<file path="src/rtl/gpio_edge_pkg.sv">
package gpio_edge_pkg;

   // register offsets (byte addresses)
   localparam int unsigned OFS_DIR = 'h00;
   localparam int unsigned OFS_OD  = 'h04;
   localparam int unsigned OFS_DAT = 'h08;
   localparam int unsigned OFS_EVT = 'h0C;
   localparam int unsigned OFS_MSK = 'h10;
   localparam int unsigned OFS_EDG = 'h14;

   typedef enum logic [2:0] {
      SEL_DIR,
      SEL_OD,
      SEL_DAT,
      SEL_EVT,
      SEL_MSK,
      SEL_EDG,
      SEL_NONE
   } reg_sel_e;

endpackage

</file>
<file path="src/rtl/gpio_edge_sync.sv">
module gpio_edge_sync #(
   parameter int unsigned WIDTH  = 32,
   parameter int unsigned STAGES = 2
) (
   input  logic             clk,
   input  logic             rst_n,
   input  logic [WIDTH-1:0] async_i,
   output logic [WIDTH-1:0] cur_o,
   output logic [WIDTH-1:0] prev_o
);

   generate
      if (STAGES < 2) begin : g_bad_stages
         $error("gpio_edge_sync: STAGES must be at least 2");
      end
   endgenerate

   logic [WIDTH-1:0] stg_q [STAGES];
   logic [WIDTH-1:0] hist_q;

   generate
      for (genvar s = 0; s < STAGES; s++) begin : g_stage
         if (s == 0) begin : g_first
            always_ff @(posedge clk or negedge rst_n) begin
               if (!rst_n) stg_q[s] <= '0;
               else        stg_q[s] <= async_i;
            end
         end else begin : g_next
            always_ff @(posedge clk or negedge rst_n) begin
               if (!rst_n) stg_q[s] <= '0;
               else        stg_q[s] <= stg_q[s-1];
            end
         end
      end
   endgenerate

   always_ff @(posedge clk or negedge rst_n) begin
      if (!rst_n) hist_q <= '0;
      else        hist_q <= stg_q[STAGES-1];
   end

   assign cur_o  = stg_q[STAGES-1];
   assign prev_o = hist_q;

endmodule

</file>
<file path="src/rtl/gpio_edge_events.sv">
module gpio_edge_events #(
   parameter int unsigned WIDTH = 32
) (
   input  logic             clk,
   input  logic             rst_n,
   input  logic [WIDTH-1:0] cur_i,
   input  logic [WIDTH-1:0] prev_i,
   input  logic [WIDTH-1:0] fall_only_i,
   input  logic             clr_en_i,
   input  logic [WIDTH-1:0] clr_mask_i,
   output logic [WIDTH-1:0] evt_o
);

   logic [WIDTH-1:0] set_vec;
   logic [WIDTH-1:0] evt_q;

   generate
      for (genvar b = 0; b < WIDTH; b++) begin : g_bit
         logic any_edge;
         logic fall_edge;
         assign any_edge   = cur_i[b] ^ prev_i[b];
         assign fall_edge  = prev_i[b] & ~cur_i[b];
         assign set_vec[b] = fall_only_i[b] ? fall_edge : any_edge;

         always_ff @(posedge clk or negedge rst_n) begin
            if (!rst_n)
               evt_q[b] <= 1'b0;
            else if (set_vec[b])
               evt_q[b] <= 1'b1;          // a fresh edge beats a clear
            else if (clr_en_i && clr_mask_i[b])
               evt_q[b] <= 1'b0;
         end
      end
   endgenerate

   assign evt_o = evt_q;

   AST_EVT_W1C: assert property (@(posedge clk) disable iff (!rst_n)
      clr_en_i |=> ((evt_q & $past(clr_mask_i) & ~$past(set_vec)) == '0));

   AST_EVT_HOLD: assert property (@(posedge clk) disable iff (!rst_n)
      !clr_en_i |=> ((~evt_q & $past(evt_q)) == '0));

   AST_EDGE_WINS: assert property (@(posedge clk) disable iff (!rst_n)
      1'b1 |=> (($past(set_vec) & ~evt_q) == '0));

   AST_FALL_ONLY: assert property (@(posedge clk) disable iff (!rst_n)
      1'b1 |=> ((evt_q & ~$past(evt_q) & $past(fall_only_i) & ~$past(prev_i)) == '0));

endmodule

</file>
<file path="src/rtl/gpio_edge_drive.sv">
module gpio_edge_drive #(
   parameter int unsigned WIDTH = 32
) (
   input  logic [WIDTH-1:0] dir_i,
   input  logic [WIDTH-1:0] od_i,
   input  logic [WIDTH-1:0] dat_i,
   output logic [WIDTH-1:0] out_o,
   output logic [WIDTH-1:0] oe_o
);

   generate
      for (genvar b = 0; b < WIDTH; b++) begin : g_pin
         always_comb begin
            if (od_i[b]) begin
               out_o[b] = 1'b0;
               oe_o[b]  = dir_i[b] & ~dat_i[b];
            end else begin
               out_o[b] = dat_i[b];
               oe_o[b]  = dir_i[b];
            end
         end
      end
   endgenerate

endmodule

</file>
<file path="src/rtl/gpio_edge_port.sv">
module gpio_edge_port
   import gpio_edge_pkg::*;
#(
   parameter int unsigned NUM_PINS    = 32,
   parameter int unsigned ADDR_W      = 5,
   parameter int unsigned SYNC_STAGES = 2
) (
   input  logic                clk,
   input  logic                rst_n,
   input  logic [ADDR_W-1:0]   bus_addr,
   input  logic                bus_wr_en,
   input  logic [NUM_PINS-1:0] bus_wr_data,
   output logic [NUM_PINS-1:0] bus_rd_data,
   input  logic [NUM_PINS-1:0] pad_in,
   output logic [NUM_PINS-1:0] pad_out,
   output logic [NUM_PINS-1:0] pad_oe,
   output logic                irq
);

   localparam int unsigned TOP_BIT = NUM_PINS - 1;

   generate
      if (NUM_PINS < 2) begin : g_bad_pins
         $error("gpio_edge_port: NUM_PINS must be at least 2");
      end
      if ((1 << ADDR_W) <= OFS_EDG) begin : g_bad_addr
         $error("gpio_edge_port: ADDR_W too narrow for the register map");
      end
   endgenerate

   // address decode
   reg_sel_e sel;
   always_comb begin
      case (bus_addr)
         ADDR_W'(OFS_DIR): sel = SEL_DIR;
         ADDR_W'(OFS_OD):  sel = SEL_OD;
         ADDR_W'(OFS_DAT): sel = SEL_DAT;
         ADDR_W'(OFS_EVT): sel = SEL_EVT;
         ADDR_W'(OFS_MSK): sel = SEL_MSK;
         ADDR_W'(OFS_EDG): sel = SEL_EDG;
         default:          sel = SEL_NONE;
      endcase
   end

   // control registers (register bit order)
   logic [NUM_PINS-1:0] dir_q, od_q, dat_q, msk_q, edg_q;

   always_ff @(posedge clk or negedge rst_n) begin
      if (!rst_n) begin
         dir_q <= '0;
         od_q  <= '0;
         dat_q <= '0;
         msk_q <= '0;
         edg_q <= '0;
      end else if (bus_wr_en) begin
         case (sel)
            SEL_DIR: dir_q <= bus_wr_data;
            SEL_OD:  od_q  <= bus_wr_data;
            SEL_DAT: dat_q <= bus_wr_data;
            SEL_MSK: msk_q <= bus_wr_data;
            SEL_EDG: edg_q <= bus_wr_data;
            default: ;
         endcase
      end
   end

   // pin order <-> register order: pin n sits at bit TOP_BIT-n
   logic [NUM_PINS-1:0] in_rb, out_rb, oe_rb, od_pins;
   generate
      for (genvar n = 0; n < NUM_PINS; n++) begin : g_flip
         assign in_rb[TOP_BIT-n] = pad_in[n];
         assign pad_out[n]       = out_rb[TOP_BIT-n];
         assign pad_oe[n]        = oe_rb[TOP_BIT-n];
         assign od_pins[n]       = od_q[TOP_BIT-n];
      end
   endgenerate

   logic [NUM_PINS-1:0] samp_cur, samp_prev, evt;

   gpio_edge_sync #(
      .WIDTH  (NUM_PINS),
      .STAGES (SYNC_STAGES)
   ) u_sync (
      .clk     (clk),
      .rst_n   (rst_n),
      .async_i (in_rb),
      .cur_o   (samp_cur),
      .prev_o  (samp_prev)
   );

   gpio_edge_events #(
      .WIDTH (NUM_PINS)
   ) u_events (
      .clk         (clk),
      .rst_n       (rst_n),
      .cur_i       (samp_cur),
      .prev_i      (samp_prev),
      .fall_only_i (edg_q),
      .clr_en_i    (bus_wr_en && (sel == SEL_EVT)),
      .clr_mask_i  (bus_wr_data),
      .evt_o       (evt)
   );

   gpio_edge_drive #(
      .WIDTH (NUM_PINS)
   ) u_drive (
      .dir_i (dir_q),
      .od_i  (od_q),
      .dat_i (dat_q),
      .out_o (out_rb),
      .oe_o  (oe_rb)
   );

   // read mux
   always_comb begin
      case (sel)
         SEL_DIR: bus_rd_data = dir_q;
         SEL_OD:  bus_rd_data = od_q;
         SEL_DAT: bus_rd_data = (dat_q & dir_q) | (samp_cur & ~dir_q);
         SEL_EVT: bus_rd_data = evt;
         SEL_MSK: bus_rd_data = msk_q;
         SEL_EDG: bus_rd_data = edg_q;
         default: bus_rd_data = '0;
      endcase
   end

   assign irq = |(evt & msk_q);

   AST_IRQ_NEEDS_MASK: assert property (@(posedge clk) disable iff (!rst_n)
      (msk_q == '0) |-> !irq);

   AST_OD_NEVER_HIGH: assert property (@(posedge clk) disable iff (!rst_n)
      ((pad_oe & pad_out & od_pins) == '0));

   AST_INPUT_RELEASED: assert property (@(posedge clk) disable iff (!rst_n)
      (dir_q == '0) |-> (pad_oe == '0));

endmodule

</file>
<file path="config.mk">
export PLATFORM = sky130hd
export DESIGN_NAME = gpio_edge_port
export DESIGN_NICKNAME = d
export VERILOG_FILES = /design/src/rtl/gpio_edge_pkg.sv /design/src/rtl/gpio_edge_sync.sv /design/src/rtl/gpio_edge_events.sv /design/src/rtl/gpio_edge_drive.sv /design/src/rtl/gpio_edge_port.sv
export SDC_FILE = /design/constraint.sdc
export NUM_CORES = 1
export LEC_CHECK = 0
export BUFFER_PORTS_ARGS = -buffer_cell sky130_fd_sc_hd__buf_2
export CAP_MARGIN = 40
export CORE_ASPECT_RATIO = 1.75
export CORE_MARGIN = 3
export CORE_UTILIZATION = 50
export DETAILED_ROUTE_END_ITERATION = 8
export GPL_TIMING_DRIVEN = 0
export PLACE_DENSITY = 0.74
export SLEW_MARGIN = 15
export SYNTH_ARGS = -nofsm -noshare
export SYNTH_HDL_FRONTEND = slang
export SYNTH_SLANG_ARGS = --single-unit
</file>
<file path="constraint.sdc">
create_clock -name clk -period 3 [get_ports clk]
set_clock_uncertainty 0.15 [all_clocks]
set_input_delay 0.3 -clock clk [delete_from_list [all_inputs] [get_ports clk]]
set_output_delay 0.3 -clock clk [all_outputs]
set_load 0.005 [all_outputs]
</file>
==> results of run 1 <==
[area by class of cell]
type,instances,area [um^2],area share (%)
Buffer,45,445,2.76
Clock buffer,38,810,5.02
Clock inverter,12,148,0.916
Inverter,34,128,0.791
Multi-Input combinational cell,561,5170,32.0
Sequential cell,288,7210,44.7
Tap cell,308,385,2.39
Timing Repair Buffer,257,1840,11.4
[metrics by stage]
step | std cells | area, um^2 | setup slack [ps] | util [%] | hold WS (ps)
floorplan | 930 | 12500 | 14.3 | - | -146
global placement | 1406 | 13700 | -3710 | 56.6 | 183
detailed placement | 1408 | 13800 | -900 | 56.9 | 185
CTS | 1540 | 16100 | -288 | 66.4 | 156
global route | 1543 | 16100 | -188 | 66.6 | 187
finish | 1543 | 16100 | -145 | 66.6 | 179
[tightest hold or removal path, cell delays in order]
cell,delay (ps)
buf_2,130
nand2_1,220
mux2_2,200
[flip-flops by register name, indices dropped and copies added, names as in the netlist]
| register | count |
|---|---|
| dat_q | 32 |
| dir_q | 32 |
| edg_q | 32 |
| msk_q | 32 |
| od_q | 32 |
| u_events.evt_o | 32 |
| u_sync.cur_o | 32 |
| u_sync.prev_o | 32 |
| u_sync.stg_q | 32 |
[placed cells by master (no fill, tap or decap), drive strengths merged, types with 4 or more instances in the layout]
cell type	netlist	final
a21boi	32	32
clkinvlp	0	5
dfrtp	288	288
a221oi	26	26
mux2i	32	32
nor2	36	36
nor3	36	36
nand2	33	33
buf	21	209
nor2b	32	32
nand4	4	4
dlygate4sd3	0	65
clkbuf	26	66
a21oi	32	32
a222oi	26	26
mux2	160	160
ha	33	33
a22oi	28	28
a221o	32	32
clkinv	0	4
a31oi	6	6
inv	34	34
[logic make-up after synthesis]
family / Yosys count / synth area share (%)
compound gates: 184 / 11.9
flops: 288 / 58.0
simple gates: 152 / 6.07
fa+ha+maj: 33 / 3.32
buf+inv: 81 / 2.77
mux: 192 / 18.0
[per-layer routing]
layer	vias to the layer above	GRT usage (%)	routed length [um]
met3	143	4.04	2560
met2	450	46.4	18700
met4	0	16.7	2370
met5	-	0	0
met1	4733	33.1	13500
li1	4055	-	-
[Yosys cell counts, types with 2 or more instances]
master | instances | share of area [%]
a21boi_0 | 32 | 1.9
a21oi_1 | 32 | 1.3
a221o_1 | 32 | 2.6
a221oi_1 | 26 | 1.8
a222oi_1 | 26 | 2.1
a22oi_1 | 28 | 1.7
a31oi_1 | 6 | 0.30
buf_1 | 4 | 0.12
buf_2 | 14 | 0.56
buf_6 | 3 | 0.27
clkbuf_1 | 26 | 0.79
dfrtp_1 | 288 | 58
ha_1 | 33 | 3.3
inv_1 | 34 | 1.0
mux2_1 | 5 | 0.45
mux2_2 | 125 | 11
mux2_4 | 30 | 3.6
mux2i_1 | 32 | 2.6
nand2_1 | 33 | 1.0
nand2b_1 | 2 | 0.10
nand4_1 | 4 | 0.20
nor2_1 | 36 | 1.1
nor2b_1 | 32 | 1.6
nor3_1 | 33 | 1.3
nor3_2 | 3 | 0.24
or3_1 | 3 | 0.15
or4_1 | 2 | 0.12
[power groups by stage]
stage / clock, mW / combinational, mW / sequential, mW
6_report: 3.67 / 1.21 / 4.60
5_1_grt: 3.86 / 1.32 / 4.64
3_3_place_gp: 0 / 1.05 / 4.62
4_1_cts: 3.71 / 1.20 / 4.58
3_5_place_dp: 0 / 1.09 / 4.64
2_1_floorplan: 0 / 0.634 / 4.52
[path summary, 6_finish.rpt]
| kind | from | end | cells after the start | slack [ps] |
|---|---|---|---|---|
| worst max register to register | u_sync.cur_o[31] | u_events.evt_o[31] | 4 | 1640 |
| worst max-delay path | bus_addr[3] | bus_rd_data[7] | 12 | -140 |
| max in group asynchronous | rst_n | edg_q[14] | 4 | 1070 |
| min in group asynchronous | rst_n | u_sync.stg_q[37] | 2 | 230 |
| worst min-delay path | bus_wr_en | dir_q[26] | 3 | 180 |
| worst min register to register | u_sync.stg_q[41] | u_sync.cur_o[9] | 0 | 200 |
[what timing repair did]
item,in CTS,in global routing
hold buffers,65,0
gates resized for setup,100,15
buffers inserted,12,4
pin swaps,32,15
endpoints found under the setup margin,53,52
cloned,5,0
hold endpoints to repair,323,0
==> run metrics, run 1 <==
Gate power share about 13%; Post-Synthesis Cells 930; Synth warnings 0; cell family with most CP delay simple AND/OR/NAND/NOR gates; clk slew on worst S/H paths 70 ps; Tot GR Track Use 27.5%; failing checks negative setup slack; Slew HR 38.4%; Final Max Slew Viols 0; vias 9,381; Filler Cell Count 1,742; status finished, violations left; CTS tree done; vias per inst between 6 and 7; commonest register cell after synthesis dfrtp_1; Clock Power Share 38.7%; DR DRC count 0; average cell area after synthesis between 10 and 15 um^2; HPWL reported at the end of detailed placement 24.1 mm; Final Power 9.47 mW; row cnt between 70 and 80; area delta synth->final 29.8%; post-synthesis sequential area ratio 58.0%; Slew @ Worst Pin 924 ps; CP peak stage delay 580 ps; Sw Ratio 25.8%; fmax roughly 320 MHz; num ports 169; fin nets 1,320; Tmin final 3140 ps; antenna violations before repair 0; Critical-path top delay cell or4b_4; Skew-Pair Late Insertion Delay between 500 and 600 ps; 1st-iter DRT viols 817; vias in the first global route approximately 10,000; core box area 0.0242 mm^2; synthesized area 0.0124 mm^2; share of layout cells above drive strength 1 between 30% and 40%; NetSw roughly 2.4 mW; EDFF count, synth 0; Syn Nets 1,035; Synth async-reset ratio 100%; first-pass GRT wire length between 50 and 60 mm; total wire length 37.1 mm; initial core utilization between 50% and 60%; worst path arrival time around 2700 ps; CTS Buf Count 28; RSZ-0062 raised after global routing yes; largest net degree at the start of global routing ~110; H-tree depth 1; WS Path Type in -> out; Congestion Overflow GR 0; IR Drop Worst-Case VDD 0.000523 V; Seq pwr share 48.6%; max cap viols 0; worst path required time approximately 2600 ps; count of cell types in the netlist 33; Die X 125 um; CTS Buffer Depth 3; critical path launch point type input port; Finish-stage setup viols 27; crit path cell chain buf_8 > nand2b_4 > or3_4 > ha_4 > or4b_4 > nor2_4 > buf_6 > clkbuf_16 > buf_4 > a221oi_2 > a21oi_2 > buf_2; Leak 7.50 nW; Tcrit/Tclk final 105%; Crit path buffers/inverters 5; Int Pwr 7.03 mW; root buf cell clkbuf_16; Pre-antenna DRT Iters 9; pwr dens roughly 590 mW/mm^2; Hold Path Class in -> reg; Die ar. roughly 0.027 mm^2; WL/cell 24.1 um; PnR worst setup slack -145 ps; kind of end point of the critical path output port; Die Ht 215 um; CTS Sinks 288; gp weighted congestion 0.882; antenna-violating nets left 0; Antenna Cells 0; Hold Vio Cnt, Final 0; post-synthesis register bit count 288; crit path max fanout 8; setup TNS -1510 ps; PortBufs 168
Power figures use the tool's default switching activity.
==> run 2, diff against run 1 <==
--- a/config.mk
+++ b/config.mk
@@ -10,6 +10,8 @@
 export CORE_ASPECT_RATIO = 1.75
 export CORE_MARGIN = 3
 export CORE_UTILIZATION = 50
+export CTS_BUF_LIST = sky130_fd_sc_hd__clkbuf_4 sky130_fd_sc_hd__clkbuf_8
+export CTS_CLUSTER_SIZE = 30
 export DETAILED_ROUTE_END_ITERATION = 8
 export GPL_TIMING_DRIVEN = 0
 export PLACE_DENSITY = 0.74
==> run 2 against run 1 <==
  * The run ends with design-rule violations, negative setup slack left
  * Critical endpoint is now bus_rd_data[19]
  * Fmax rose by 0.29%
  * Register-to-register slack got worse by 20 ps
  * Largest cell class unchanged
  * Non-clock buffer count fell by 1
  * Critical path type unchanged
  * Die area did not move
  * Sequential power barely moved
  * First-iteration DRC count rose by 11%
  * Sequential share of layout area rose by 0.74 points
==> run metrics, run 2 (synthesis gave the netlist of run 1 again) <==
vias 9,358 (-0.25%); Die ar. 0.0269 mm^2 (unchanged); Tcrit/Tclk final 105% (-0.30 points); most frequent cells in the layout dfrtp_1 (288), buf_2 (177), mux2_2 (125), dlygate4sd3_1 (65), clkbuf_8 (56); CTS Sinks 288 (unchanged); 1st-iter DRT viols 907 (+11%); Slew @ Worst Pin 868 ps (-56.6 ps); largest net degree at the start of global routing 109 (unchanged); initial core utilization 51.3% (unchanged); CTS tree done; vias in the first global route 9,946 (-0.27%); Tot GR Track Use 27.1% (-0.39 points); most common cell after layout, fill and taps aside dfrtp_1; Congestion Overflow GR 0 (unchanged); RSZ-0062 raised after global routing yes; root buf cell clkbuf_8; Pre-antenna DRT Iters 9 (unchanged); gp weighted congestion 0.882 (unchanged); crit path max fanout 7 (-1); pwr dens 570 mW/mm^2 (-3.0%); IR Drop Worst-Case VDD 0.000361 V (-31%); CTS Buffer Depth 3 (unchanged); fin util 65.5% (-1.1 points); DR DRC count 1 (+1); worst path required time 2550 ps (about the same); antenna-violating nets left 0 (unchanged); max cap viols 0 (unchanged); Skew-Pair Late Insertion Delay 560 ps (about the same); WHS 197 ps (+18.3 ps); CTS Buf Count 42 (+50%); fmax 319 MHz (+0.29%); fin nets 1,333 (+0.98%); num ports 169 (unchanged); H-tree depth 2 (+1); row cnt 75 (unchanged); failing checks design-rule violations, negative setup slack; status finished, violations left; Finish-stage setup viols 28 (+3.7%); Tmin final 3140 ps (-8.99 ps); Antenna Cells 0 (unchanged); PortBufs 168 (unchanged); WS Path Type in -> out; HPWL reported at the end of detailed placement 24.1 mm (unchanged); Leak 7.46 nW (-0.54%); Final Max Slew Viols 0 (unchanged); clk slew on worst S/H paths 60 ps (about the same); share of layout cells above drive strength 1 38.6% (-0.44 points); Hold Vio Cnt, Final 0 (unchanged); Hold Path Class reg -> reg; area delta synth->final 27.7%; Die Ht 215 um (unchanged); WL/cell 23.4 um (-2.7%); worst path arrival time 2690 ps (about the same); kind of end point of the critical path output port; Slew HR 42.1% (+3.8 points); total wire length 36.6 mm (-1.3%); critical path launch point type input port; vias per inst 5.98 (-1.6%); antenna violations before repair 0 (unchanged); R2R Setup Slk 1620 ps (-20 ps); PnR worst setup slack -136 ps (+8.99 ps); Die X 125 um (unchanged); core box area 0.0242 mm^2 (unchanged); first-pass GRT wire length 56.8 mm (-1.9%)
run 2: changes by cell type in the layout (fill, tap and decap cells not counted), moves of 8 or more:
cell / before / now
a221oi_1: 11 / 24
a221oi_2: 14 / 1
clkbuf_16: 38 / 7
clkbuf_4: 0 / 12
clkbuf_8: 11 / 56
nor3_1: 20 / 28
nor3_2: 15 / 7
run 2: what timing repair did:
| item | CTS | global route |
|---|---|---|
| gates cloned | 2 | 0 |
| gates resized for setup | 73 | 21 |
| hold buffers | 65 | 0 |
| endpoints found under the setup margin | 52 | 62 |
| pin swaps | 28 | 22 |
| setup buffers | 11 | 6 |
| hold endpoints to repair | 323 | 0 |
run 2: final timing paths:
kind / startpoint / to / depth (start not counted)
worst min-delay path: u_sync.stg_q[45] / u_sync.cur_o[13] / 0
worst max-delay path: bus_addr[3] / bus_rd_data[19] / 12
worst min register to register: u_sync.stg_q[45] / u_sync.cur_o[13] / 0
worst max register to register: u_sync.cur_o[12] / u_events.evt_o[12] / 4
min in group asynchronous: rst_n / u_sync.stg_q[37] / 2
max in group asynchronous: rst_n / u_sync.cur_o[14] / 4
run 2: metrics by stage:
step | instance area [um^2] | power [mW] | worst slack, ps | instances | setup TNS (ps)
global placement | 13700 | 5.67 | -3710 | 1406 | -1131560
finish | 15900 | 9.03 | -136 | 1565 | -1640
floorplan | 12500 | 5.16 | 14.3 | 930 | 0
detailed placement | 13800 | 5.73 | -900 | 1408 | -78080
global route | 15900 | 9.40 | -175 | 1565 | -3830
CTS | 15800 | 9.06 | -291 | 1559 | -7530
run 2: per-layer routing:
layer / vias to the layer above / share of wire [%] / track usage, %
li1: 4083 / - / -
met1: 4726 / 38 / 32.3
met2: 420 / 51 / 46.3
met3: 129 / 6.1 / 4.79
met4: 0 / 5.7 / 15.0
met5: - / 0 / 0
run 2: report_power, final:
| part | internal [mW] | leakage, nW | switching, mW |
|---|---|---|---|
| clock network | 1.74 | 0.460 | 1.51 |
| logic | 0.656 | 3.49 | 0.536 |
| registers | 4.22 | 3.52 | 0.364 |
| total | 6.62 | 7.46 | 2.41 |
run 2: area by class of cell:
type	instances	area [um^2]
clock buffer	65	820
inverter	34	128
tap	308	385
multi-input combinational	561	5050
buffer	45	444
timing repair buffer	256	1790
clock inverter	8	45.0
fill	1818	8350
sequential	288	7210
run 2: critical path: stages:
cell	delay, ps
buf_8	110
nand2b_4	130
or3_4	370
ha_4	180
or4b_4	580
nor2_4	170
buf_6	140
clkbuf_16	150
buf_4	110
a221oi_2	60
a21oi_2	220
buf_2	150
